===== src/rtl/fc_pkg.sv =====
package fc_pkg;

    typedef enum logic [1:0] {
        FC_ACTIVE  = 2'b00,
        FC_PASSIVE = 2'b01,
        FC_BUSOFF  = 2'b10
    } fc_state_e;

    localparam int FC_TEC_W     = 9;
    localparam int FC_REC_W     = 8;
    localparam int FC_TX_STEP   = 8;
    localparam int FC_RX_STEP   = 1;
    localparam int FC_PASS_LIM  = 128;
    localparam int FC_OFF_LIM   = 255;
    localparam int FC_RECOVER_N = 128;

    typedef struct packed {
        logic up;
        logic down;
    } fc_evt_t;

    function automatic fc_evt_t fc_resolve(input logic err, input logic ok);
        fc_evt_t e;
        e.up   = err;
        e.down = ok & ~err;
        return e;
    endfunction

endpackage


===== src/rtl/fc_sat_counter.sv =====
module fc_sat_counter #(
    parameter int W    = 9,
    parameter int STEP = 8
) (
    input  logic         clk,
    input  logic         rst,
    input  logic         clr,
    input  logic         hold,
    input  fc_pkg::fc_evt_t evt,
    output logic [W-1:0] cnt
);
    localparam logic [W:0] MAXV   = {1'b0, {W{1'b1}}};
    localparam logic [W:0] STEP_V = (W+1)'(STEP);

    logic [W:0] sum;
    assign sum = {1'b0, cnt} + STEP_V;

    always_ff @(posedge clk) begin
        if (rst || clr) begin
            cnt <= '0;
        end else if (!hold) begin
            if (evt.up) begin
                cnt <= (sum > MAXV) ? MAXV[W-1:0] : sum[W-1:0];
            end else if (evt.down && (cnt != '0)) begin
                cnt <= cnt - 1'b1;
            end
        end
    end
endmodule


===== src/rtl/fc_state_dec.sv =====
module fc_state_dec #(
    parameter int TEC_W    = 9,
    parameter int REC_W    = 8,
    parameter int PASS_LIM = 128,
    parameter int OFF_LIM  = 255
) (
    input  logic [TEC_W-1:0] tec,
    input  logic [REC_W-1:0] rec,
    output fc_pkg::fc_state_e st,
    output logic             bus_off
);
    localparam logic [TEC_W-1:0] TEC_PASS = TEC_W'(PASS_LIM);
    localparam logic [TEC_W-1:0] TEC_OFF  = TEC_W'(OFF_LIM);
    localparam logic [REC_W-1:0] REC_PASS = REC_W'(PASS_LIM);

    always_comb begin
        bus_off = (tec > TEC_OFF);
        if (bus_off) begin
            st = fc_pkg::FC_BUSOFF;
        end else if ((tec >= TEC_PASS) || (rec >= REC_PASS)) begin
            st = fc_pkg::FC_PASSIVE;
        end else begin
            st = fc_pkg::FC_ACTIVE;
        end
    end
endmodule


===== src/rtl/fc_busoff_recovery.sv =====
module fc_busoff_recovery #(
    parameter int LIM = 128
) (
    input  logic clk,
    input  logic rst,
    input  logic bus_off,
    input  logic idle_seq,
    output logic clr_all
);
    localparam int CW = $clog2(LIM + 1);
    localparam logic [CW-1:0] LAST = CW'(LIM - 1);

    logic [CW-1:0] seen;

    assign clr_all = bus_off && idle_seq && (seen == LAST);

    always_ff @(posedge clk) begin
        if (rst || !bus_off || clr_all) begin
            seen <= '0;
        end else if (idle_seq) begin
            seen <= seen + 1'b1;
        end
    end
endmodule


===== src/rtl/can_fault_conf.sv =====
module can_fault_conf #(
    parameter int TEC_W     = fc_pkg::FC_TEC_W,
    parameter int REC_W     = fc_pkg::FC_REC_W,
    parameter int TX_STEP   = fc_pkg::FC_TX_STEP,
    parameter int RX_STEP   = fc_pkg::FC_RX_STEP,
    parameter int PASS_LIM  = fc_pkg::FC_PASS_LIM,
    parameter int OFF_LIM   = fc_pkg::FC_OFF_LIM,
    parameter int RECOVER_N = fc_pkg::FC_RECOVER_N
) (
    input  logic             clk,
    input  logic             rst,
    input  logic             tx_err,
    input  logic             rx_err,
    input  logic             tx_ok,
    input  logic             rx_ok,
    input  logic             idle_seq,
    output logic [TEC_W-1:0] tec,
    output logic [REC_W-1:0] rec,
    output logic [1:0]       state
);
    import fc_pkg::*;

    fc_state_e st;
    logic      bus_off;
    logic      clr_all;
    fc_evt_t   tx_evt;
    fc_evt_t   rx_evt;

    // error wins over success for the same counter
    assign tx_evt = fc_resolve(tx_err, tx_ok);
    assign rx_evt = fc_resolve(rx_err, rx_ok);

    fc_sat_counter #(.W(TEC_W), .STEP(TX_STEP)) u_tec (
        .clk(clk), .rst(rst), .clr(clr_all), .hold(bus_off),
        .evt(tx_evt), .cnt(tec)
    );

    fc_sat_counter #(.W(REC_W), .STEP(RX_STEP)) u_rec (
        .clk(clk), .rst(rst), .clr(clr_all), .hold(bus_off),
        .evt(rx_evt), .cnt(rec)
    );

    fc_state_dec #(
        .TEC_W(TEC_W), .REC_W(REC_W), .PASS_LIM(PASS_LIM), .OFF_LIM(OFF_LIM)
    ) u_dec (
        .tec(tec), .rec(rec), .st(st), .bus_off(bus_off)
    );

    fc_busoff_recovery #(.LIM(RECOVER_N)) u_recov (
        .clk(clk), .rst(rst), .bus_off(bus_off), .idle_seq(idle_seq),
        .clr_all(clr_all)
    );

    assign state = st;
endmodule


===== config.mk =====
export PLATFORM = sky130hd
export DESIGN_NAME = can_fault_conf
export DESIGN_NICKNAME = d
export VERILOG_FILES = /design/src/rtl/fc_pkg.sv /design/src/rtl/fc_sat_counter.sv /design/src/rtl/fc_state_dec.sv /design/src/rtl/fc_busoff_recovery.sv /design/src/rtl/can_fault_conf.sv
export SDC_FILE = /design/constraint.sdc
export NUM_CORES = 1
export LEC_CHECK = 0
export ABC_AREA = 1
export BUFFER_PORTS_ARGS = -buffer_cell sky130_fd_sc_hd__buf_2
export CORE_ASPECT_RATIO = 1.4
export CORE_MARGIN = 4
export CORE_UTILIZATION = 45
export CTS_CLUSTER_SIZE = 10
export DETAILED_ROUTE_END_ITERATION = 12
export GPL_TIMING_DRIVEN = 0
export HOLD_SLACK_MARGIN = 0.03
export PLACE_DENSITY = 0.61
export SLEW_MARGIN = 40
export SYNTH_ARGS = -nofsm -noshare
export SYNTH_HDL_FRONTEND = slang
export SYNTH_SLANG_ARGS = --single-unit

===== constraint.sdc =====
create_clock -name clk -period 1.8 [get_ports clk]
set_input_delay 0.09 -clock clk [delete_from_list [all_inputs] [get_ports clk]]
set_output_delay 0.09 -clock clk [all_outputs]
set_load 0.02 [all_outputs]

==> results of run 1 <==
[repair_timing]
item	in CTS	in global routing
gates resized for setup	10	13
buffers inserted	0	7
setup endpoints to repair	23	26
hold endpoints to repair	0	0
hold buffers	0	0
pin swaps	0	3
[synth_stat cells, drive strengths merged]
library cell	number	area (um^2)
o21ai	18	90.08
or2	1	6.260
nand4	9	56.30
nand2	86	342.8
buf	6	41.28
o211ai	1	7.510
nor2	43	186.4
nor3	1	5.000
and2	1	6.260
a31oi	1	6.260
inv	34	127.6
clkbuf	1	5.000
nand3	33	170.2
dfxtp	25	500.5
ha	8	100.1
xor2	7	61.31
clkinv	1	3.750
nand3b	2	27.53
a21oi	18	93.84
xnor2	4	35.03
[worst min-delay path by stage]
| stage | from | end | slack [ns] |
|---|---|---|---|
| 5_1_grt | idle_seq | u_recov.seen[1] | 0.14 |
| 4_1_cts | idle_seq | u_recov.seen[1] | 0.11 |
| 3_5_place_dp | idle_seq | u_recov.seen[1] | 0.40 |
| 2_1_floorplan | idle_seq | u_recov.seen[1] | 0.24 |
| 3_3_place_gp | idle_seq | u_recov.seen[1] | 0.40 |
| 6_report | idle_seq | u_recov.seen[1] | 0.11 |
[critical path, delay by kind of cell (launching register included)]
| family | cells | cell delay, ns |
|---|---|---|
| DFF | 1 | 0.40 |
| adders and majority gates | 1 | 0.15 |
| buffers and inverters | 3 | 0.32 |
| and+or+nand+nor | 5 | 0.47 |
[flip-flops by register name, indices dropped and copies added, names as in the netlist]
signal        count
u_rec.cnt         8
u_tec.cnt         9
u_recov.seen      8
[through the flow]
| step | total power, mW | instance area, um^2 |
|---|---|---|
| after floorplan | 1.213 | 1873 |
| after global placement | 1.403 | 2052 |
| after detailed placement | 1.408 | 2052 |
| after CTS | 1.754 | 2120 |
| after global routing | 1.924 | 2212 |
| final | 1.790 | 2212 |
[kinds of logic after synthesis]
group           count (synthesis)
compound gates                 38
xor+xnor                       11
fa+ha+maj                       8
buf+inv                        42
flops                          25
simple gates                  176
[where the power goes]
part | leakage [nW] | internal, mW | switching [mW]
sequential | 0.208 | 0.614 | 0.0859
clock | 0.0255 | 0.155 | 0.181
combinational | 0.816 | 0.277 | 0.477
[final cells by class]
class | instances | area, um^2 | area share
clock buffer | 3 | 41.29 | 0.01867
sequential | 25 | 518.0 | 0.2342
tap | 43 | 53.80 | 0.02432
buffer | 7 | 46.29 | 0.02093
clock inverter | 1 | 5.005 | 0.002262
multi-input combinational | 233 | 1234 | 0.5577
timing repair buffer | 32 | 182.7 | 0.08258
inverter | 35 | 131.4 | 0.05939
[metal layers]
layer | vias up | part of all wire
li1 | 1032 | -
met1 | 883 | 0.43
met2 | 42 | 0.51
met3 | 12 | 0.034
met4 | 0 | 0.024
met5 | - | 0
==> results.md, run 1 <==
* Status: finished, final reports clean
* Pre-CTS setup slack at -0.09044 ns
* Worst Setup Start Kind: flip-flop
* #FFs+latches synth at 25
* Final core utilization at 0.5549
* Worst reg-to-reg path cell count at 11
* Routability cong. at 0.9174
* Remaining antenna violation count at 0
* Final worst slack at 0.09497 ns
* Power Density at 809.2 nW/um^2
* Total gr overflow at 0
* Worst Tran Pin Value at 0.5297 ns
* Period utilization at 0.9472
* Most frequent CP cell: nand2_2
* Starting Density at 0.4699
* Total Negative Setup Slacks at 0 ns
* Commonest non-fill, non-tap cell in the layout: nand2_1
* Inst Count DP at 368
* Initial antenna violation count at 0
* Iteration-0 DRC Markers at 94
* Slew Limit Fails at 0
* Slowest-stage cell, CP: dfxtp_4
* Initial DRT Pass Iterations at 4
* Complex-gate fraction of the synthesized area at 0.1055
* Relative slew slack at 0.6452
* HP Class: input pin to flip-flop
* Die ar. at 5273 um^2
* Antenna Cells at 0
* Layout cell share with drive strength beyond 1 at 0.2113
* Setup crit end: state[1]
* CP Data Required Time at 1.71 ns
* Yosys Warn Count at 0
* Fmax achieved at 586.5 MHz
* GRT Overall Usage at 0.1825
* Cts bufs inserted at 3
* CTS tree: built
* Most frequent cells in the layout: 80 x nand2_1, 37 x nor2_1, 33 x inv_1
* Sequential-to-total area share from yosys stat at 0.2672
* Via count at 1969
* # rows at 27
* H-tree Lvls at 1
* Fin nets at 352
* Largest family of logic cells by synthesized area: simple AND/OR/NAND/NOR gates
* Static Leak at 1.050 nW
* Grt met3 use at 0.02677
* Worst R2R End: u_tec.cnt[5]
* Worst Clk Skew at 0.008181 ns
* Adder-cell area share of the yosys netlist at 0.05344
* Layout Cells excl Fill at 379
* Vias in the first global route at 1731
* Synth cell types at 30
* R2r setup slk at 0.14 ns
* Largest net degree at the start of global routing at 15
* Core area at 3986 um^2
* Met2 usage at 0.3262
* Hold path cells at 3
* First-pass GRT wire length at 7.900 mm
* FILL cells at 445
* PortBufs at 25
* VDD IR-drop max at 439.8 uV
* CP Capture Type: output pin
* Post-Synth Simple-Gate Area at 0.4275
* Cell Chain, Critical Path: ha_4 > nand2_2 > inv_2 > nand2_2 > nor2_2 > nand2_2 > nand2_4 > buf_4 > buf_4
* GR peak layer: met2
* Clk_lat worst skew at 0.27 ns
* DRC Markers at 0
* Min Hold Slack at 0.1142 ns
* I/O Pins at 26
* Vias per cell at 5.195
* Syn Nets at 315
* Post-synthesis cell area at 1873 um^2
* Critical-path maximum fanout at 6
* Final hold violation count at 0
* Die Wd at 62.53 um
* RSZ-0062 raised after global routing: true
* Final setup vio count at 0
* Clock buffer depth at 2
* Worst Setup SP: u_tec.cnt[4]
* WP data arrival at 1.62 ns
* Avg Inst Size Synth at 6.243 um^2
* WS Path Type: flip-flop to output pin
* Clk root buf: clkbuf_8
* Met1 GRT Util at 0.2153
* DRT Wirelength at 4.851 mm
* CTS Sinks at 25
* P&R area growth vs syn at 18.10%
* Post-Synth XOR/XNOR Area at 0.05144
* Crit path largest cell delay at 0.40 ns
* Crit Reg-Reg Startpoint: u_tec.cnt[4]
* Min cycle time layout at 1.705 ns
* Clock-pin slew on the worst setup and hold paths at 0.09 ns
* Max-Cap Viols at 0
* Die H at 84.34 um
* WL/cell at 12.80 um
* DP HPWL at 3.639 mm
* Mux share of post-synthesis cell area at 0
* Syn Inst Count at 300
Note: power is estimated with default switching activity, not from simulation.
==> inputs of run 2 (changes only) <==
--- a/config.mk
+++ b/config.mk
@@ -5,7 +5,7 @@
 export SDC_FILE = /design/constraint.sdc
 export NUM_CORES = 1
 export LEC_CHECK = 0
-export ABC_AREA = 1
+export ABC_CLOCK_PERIOD_IN_PS = 1800
 export BUFFER_PORTS_ARGS = -buffer_cell sky130_fd_sc_hd__buf_2
 export CORE_ASPECT_RATIO = 1.4
 export CORE_MARGIN = 4
@@ -14,7 +14,7 @@
 export DETAILED_ROUTE_END_ITERATION = 12
 export GPL_TIMING_DRIVEN = 0
 export HOLD_SLACK_MARGIN = 0.03
-export PLACE_DENSITY = 0.61
+export PLACE_DENSITY = 0.62
 export SLEW_MARGIN = 40
 export SYNTH_ARGS = -nofsm -noshare
 export SYNTH_HDL_FRONTEND = slang
==> results.md, run 2 <==
* Status: complete, but fails checks
* Failing checks: negative setup slack
* #FFs+latches synth at 25
* Internal at 1.146 mW
* Worst Setup Start Kind: flip-flop
* CP Data Required Time at 1.98 ns
* Initial antenna violation count at 0
* Iteration-0 DRC Markers at 97
* Mux share of post-synthesis cell area at 0.01842
* Synth cell types at 53
* Reg with most FFs: u_tec.cnt
* Most frequent cells in the layout: 28 x nor2_1, 23 x buf_2, 14 x nand2_1, 14 x a21oi_1, 14 x dfxtp_1
* WS Path Type: flip-flop to flip-flop
* Yosys Warn Count at 0
* Largest net degree at the start of global routing at 14
* Inst Count DP at 269
* Clk_lat worst skew at 0.26 ns
* Sw Pwr at 733.4 uW
* Relative slew slack at 0.7042
* Max-Cap Viols at 0
* Die H at 79.22 um
* Final hold violation count at 0
* Tot Pwr at 1.879 mW
* Vias per cell at 5.767
* Worst hold start: idle_seq
* Count leader, synth: nor2_1
* Avg Inst Size Synth at 7.953 um^2
* Largest regs: u_tec.cnt: 9 flops, u_rec.cnt: 8 flops, u_recov.seen: 8 flops
* Worst Clk Skew at 0.002126 ns
* CTS Sinks at 25
* FILL cells at 315
* Sequential-to-total area share from yosys stat at 0.3070
* Syn Nets at 220
* Fin nets at 255
* Antenna Cells at 0
* Total Negative Setup Slacks at -0.02559 ns
* Clock buffer depth at 2
* VDD IR-drop max at 565.8 uV
* Core area at 3441 um^2
* # hold bufs at CTS at 0
* Worst Tran Pin Value at 0.4403 ns
* Combinational power share at 0.440
* Vias in the first global route at 1545
* First-pass GRT wire length at 6.906 mm
* Critical-path maximum fanout at 5
* Final core utilization at 0.6022
* Slew Limit Fails at 0
* DRC Markers at 0
* DRT Wirelength at 4.166 mm
* Crit Reg-Reg Startpoint: u_rec.cnt[3]
* Syn Inst Count at 205
* Commonest non-fill, non-tap cell in the layout: nor2_1
* DP HPWL at 2.947 mm
* # rows at 25
* Min cycle time layout at 1.826 ns
* H-tree Lvls at 1
* Yosys top cell area share at 0.3070
* PortBufs at 24
* Pre-CTS setup slack at -0.2069 ns
* Ys flop type: dfxtp_1
* Worst Setup SP: u_rec.cnt[3]
* CTS tree: built
* Top cells by area, synth: dfxtp_1 31%, nor2_1 6.4%, ha_1 6.1%
* Initial DRT Pass Iterations at 4
* Layout Cells excl Fill at 279
* Period utilization at 1.014
* P&R area growth vs syn at 27.09%
* Power Density at 906.9 nW/um^2
* HP Class: input pin to flip-flop
* WL/cell at 14.93 um
* Remaining antenna violation count at 0
* Post-Synth Simple-Gate Area at 0.2617
* RSZ-0062 raised after global routing: true
* CP Capture Type: flip-flop
* Post-Synth XOR/XNOR Area at 0.07521
* Largest register FFs at 9
* Largest family of logic cells by synthesized area: simple AND/OR/NAND/NOR gates
* Die ar. at 4664 um^2
* Routability cong. at 0.9066
* Sequential Power Share at 0.386
* Clk root buf: clkbuf_8
* Final worst slack at -0.02559 ns
* Post-synthesis cell area at 1630 um^2
* Via count at 1609
* WP data arrival at 2.00 ns
* Final setup vio count at 1
* Cell taking the most area after synthesis: dfxtp_1
* Layout cell share with drive strength beyond 1 at 0.3264
* Most instantiated cells after synthesis: 28 x nor2_1, 25 x dfxtp_1, 15 x a21oi_1, 14 x nand2_1, 10 x inv_1
* Synth async-reset ratio at 0
* Complex-gate fraction of the synthesized area at 0.2218
* Fmax achieved at 547.8 MHz
* Net Sw Frac at 0.3903
* Die Wd at 58.87 um
* Total gr overflow at 0
* Adder-cell area share of the yosys netlist at 0.06140
* GRT Overall Usage at 0.1843
* Cts bufs inserted at 3
* Clock-pin slew on the worst setup and hold paths at 0.08 ns
* Starting Density at 0.4738
* Clock power frac at 0.174
* I/O Pins at 26
* Post-synth EDFFs at 0
* Static Leak at 0.8290 nW
==> run 2: cell count changes after synthesis, moves of 4 or more <==
cell / before / now
o21ai_0: 17 / 8
or3_1: 0 / 4
clkbuf_1: 0 / 7
a211oi_1: 0 / 4
nand2_1: 82 / 14
nor2_1: 39 / 28
nand4_1: 9 / 4
nor3_1: 1 / 5
inv_1: 34 / 10
nand3_1: 32 / 5
==> run 2: worst paths after layout <==
path                endpoint  slack (ns)  depth (start not counted)
max             u_rec.cnt[2]       -0.03                          5
min          u_recov.seen[0]        0.16                          3
max reg2reg     u_rec.cnt[2]       -0.03                          5
min reg2reg     u_tec.cnt[1]        0.53                          2
==> run 2: logic make-up after synthesis <==
family / after synthesis
flip-flops: 25
XOR/XNOR: 14
AO/OA/AOI/OAI: 51
multiplexers: 3
adder cells (fa/ha/maj): 8
AND/OR/NAND/NOR: 82
buffers and inverters: 22
==> run 2: metrics by stage <==
| step | instance area [um^2] | hold WS, ns |
|---|---|---|
| 3_5_place_dp | 1839 | 0.4456 |
| 3_3_place_gp | 1839 | 0.4186 |
| 5_1_grt | 2072 | 0.1702 |
| 6_report | 2072 | 0.1581 |
| 2_1_floorplan | 1669 | 0.2376 |
| 4_1_cts | 1927 | 0.1549 |
==> run 2: critical path, stage by stage, from the launching register on <==
cell	delay, ns
dfxtp_4	0.37
or4_4	0.58
o41a_1	0.38
a32oi_1	0.22
nor2_1	0.07
nor4_2	0.12
==> run 2: final cells by class <==
class | count | area (um^2) | share of cell area
multi-input combinational | 158 | 1171 | 0.5652
sequential | 25 | 526.8 | 0.2542
timing repair buffer | 32 | 182.7 | 0.08816
tap | 40 | 50.05 | 0.02415
buffer | 8 | 48.80 | 0.02355
inverter | 12 | 47.55 | 0.02295
clock buffer | 4 | 45.04 | 0.02174
==> run 2: power groups by stage <==
stage          Sequential (mW)  Combinational, mW  Clock, mW
6_report                 0.725              0.827      0.326
5_1_grt                  0.738              0.918      0.367
4_1_cts                  0.713              0.731      0.343
3_5_place_dp             0.739              0.687          0
3_3_place_gp             0.735              0.675          0
2_1_floorplan            0.797              0.449          0
==> run 2: routing by layer <==
layer | track usage | vias to the layer above | routed length, um
li1 | - | 812 | -
met1 | 0.2284 | 758 | 1818
met2 | 0.3131 | 35 | 2176
met3 | 0.02276 | 4 | 127
met4 | 0.07710 | 0 | 44
met5 | 0 | - | 0
==> run 2: timing repair <==
item | CTS | global route
pin swaps | 7 | 6
gates resized for setup | 9 | 25
setup endpoints to repair | 19 | 19
buffers inserted | 4 | 4
==> inputs of run 3 (changes only) <==
==> constraint.sdc (replaced) <==
create_clock -name clk -period 1.8 [get_ports clk]
set_input_delay 0.36 -clock clk [delete_from_list [all_inputs] [get_ports clk]]
set_output_delay 0.36 -clock clk [all_outputs]
set_load 0.02 [all_outputs]
==> results.md, run 3 (synthesis gave the netlist of run 2 again) <==
* Status: complete, but fails checks
* Failing checks: negative setup slack
* Via count at 1654
* H-tree Lvls at 1
* Static Leak at 0.8340 nW
* DP Area at 1842 um^2
* Pre-CTS setup slack at -0.2613 ns
* Slew Limit Fails at 0
* Vias in the first global route at 1582
* Initial DRT Pass Iterations at 4
* Sw Pwr at 763.8 uW
* Remaining antenna violation count at 0
* Relative slew slack at 0.7008
* Commonest non-fill, non-tap cell in the layout: nor2_1
* Vias per cell at 5.928
* Core area at 3441 um^2
* Worst Tran Pin Value at 0.4454 ns
* Final hold violation count at 0
* Min Hold Slack at 0.4319 ns
* Starting Density at 0.4738
* First-pass GRT wire length at 7.189 mm
* Die ar. at 4664 um^2
* PortBufs at 24
* CP Capture Type: output pin
* Most frequent CP cell: buf_6
* Sequential Power Share at 0.384
* Largest regs: u_tec.cnt: 9 flops, u_rec.cnt: 8 flops, u_recov.seen: 8 flops
* Final worst slack at -0.1151 ns
* CTS Sinks at 25
* WS Path Type: flip-flop to output pin
* Critical path buffers and inverters at 4
* Layout cell share with drive strength beyond 1 at 0.3431
* Cts bufs inserted at 3
* Crit path largest cell delay at 0.37 ns
* Clock power frac at 0.174
* CP top delay family: buffers and inverters
* Internal at 1.158 mW
* Clock buffer depth at 2
* Min cycle time layout at 1.915 ns
* GRT Overall Usage at 0.1915
* DP HPWL at 3.067 mm
* Fmax achieved at 522.2 MHz
* Die H at 79.22 um
* Net Sw Frac at 0.3975
* I/O Pins at 26
* Worst Clk Skew at 0.004382 ns
* Initial antenna violation count at 0
* Power Density at 909.2 nW/um^2
* Total gr overflow at 0
* CP Data Required Time at 1.44 ns
* RSZ-0062 raised after global routing: true
* Fin nets at 255
* Fin area at 2113 um^2
* Most frequent cells in the layout: 27 x nor2_1, 22 x buf_2, 14 x nand2_1
* Max-Cap Viols at 0
* Cell Chain, Critical Path: ha_4 > and4_4 > a31oi_4 > inv_2 > buf_6 > buf_6 > buf_6
* Period utilization at 1.064
* Antenna Cells at 0
* Die Wd at 58.87 um
* Combinational power share at 0.442
* WL/cell at 15.83 um
* CTS tree: built
* Reg with most FFs: u_tec.cnt
* Clk_lat worst skew at 0.27 ns
* Clk root buf: clkbuf_8
* Total Negative Setup Slacks at -0.5044 ns
* P&R area growth vs syn at 29.62%
* # rows at 25
* Slowest-stage cell, CP: dfxtp_4
* Tot Pwr at 1.921 mW
* Clock-pin slew on the worst setup and hold paths at 0.09 ns
* Iteration-0 DRC Markers at 54
* DRC Markers at 0
* Routability cong. at 0.8923
* Critical-path maximum fanout at 3
* Largest register FFs at 9
* Largest net degree at the start of global routing at 15
* DRT Wirelength at 4.416 mm
* HP Class: input pin to flip-flop
* VDD IR-drop max at 676.7 uV
* Final setup vio count at 9
* Worst Setup Start Kind: flip-flop
* WP data arrival at 1.56 ns
==> run 3: worst register-to-register path: cells and delay by family (launching register included) <==
kind	cells	cell delay [ns]
flip-flops	1	0.37
AND/OR/NAND/NOR	3	0.83
AO/OA/AOI/OAI	2	0.58
==> run 3: worst paths after layout <==
kind	from	to	slack [ns]	cells after the start
max	u_tec.cnt[3]	state[1]	-0.12	7
max reg2reg	u_rec.cnt[3]	u_rec.cnt[2]	-0.06	5
min	idle_seq	u_recov.seen[0]	0.43	3
min reg2reg	u_recov.seen[4]	u_recov.seen[4]	0.51	2
==> run 3: power by group through the flow <==
stage               combinational (mW)  sequential (mW)  clock, mW
global placement                 0.676            0.736          0
CTS                              0.770            0.717      0.349
finish                           0.849            0.738      0.334
global route                     0.924            0.751      0.374
floorplan                        0.451            0.797          0
detailed placement               0.691            0.742          0
==> run 3: layout make-up <==
type / instances / area [um^2]
Sequential cell: 25 / 528.0
Clock inverter: 1 / 5.005
Tap cell: 40 / 50.05
Inverter: 12 / 47.55
Multi-Input combinational cell: 158 / 1189
Buffer: 8 / 52.55
Fill cell: 329 / 1328
Timing Repair Buffer: 32 / 200.2
Clock buffer: 3 / 41.29
==> run 3: repair_timing <==
action	CTS	global route
resized for setup	18	27
endpoints found under the setup margin	19	19
setup buffers	5	3
hold endpoints to repair	0	0
hold buffers	0	0
pin swaps	4	6
==> run 3: routing by layer <==
metal  global-route usage  vias to the layer above  wire length (um)
li1                     -                      818                 -
met1               0.2359                      785              1795
met2               0.3473                       43              2405
met3              0.01951                        8               147
met4              0.04308                        0                68
met5                    0                        -                 0
==> run 3: per-stage QoR <==
step | util | std cells
final | 0.6142 | 279
after global routing | 0.6142 | 279
after CTS | 0.5825 | 277
after detailed placement | 0.5353 | 269
after global placement | 0.5353 | 269
after floorplan | - | 205
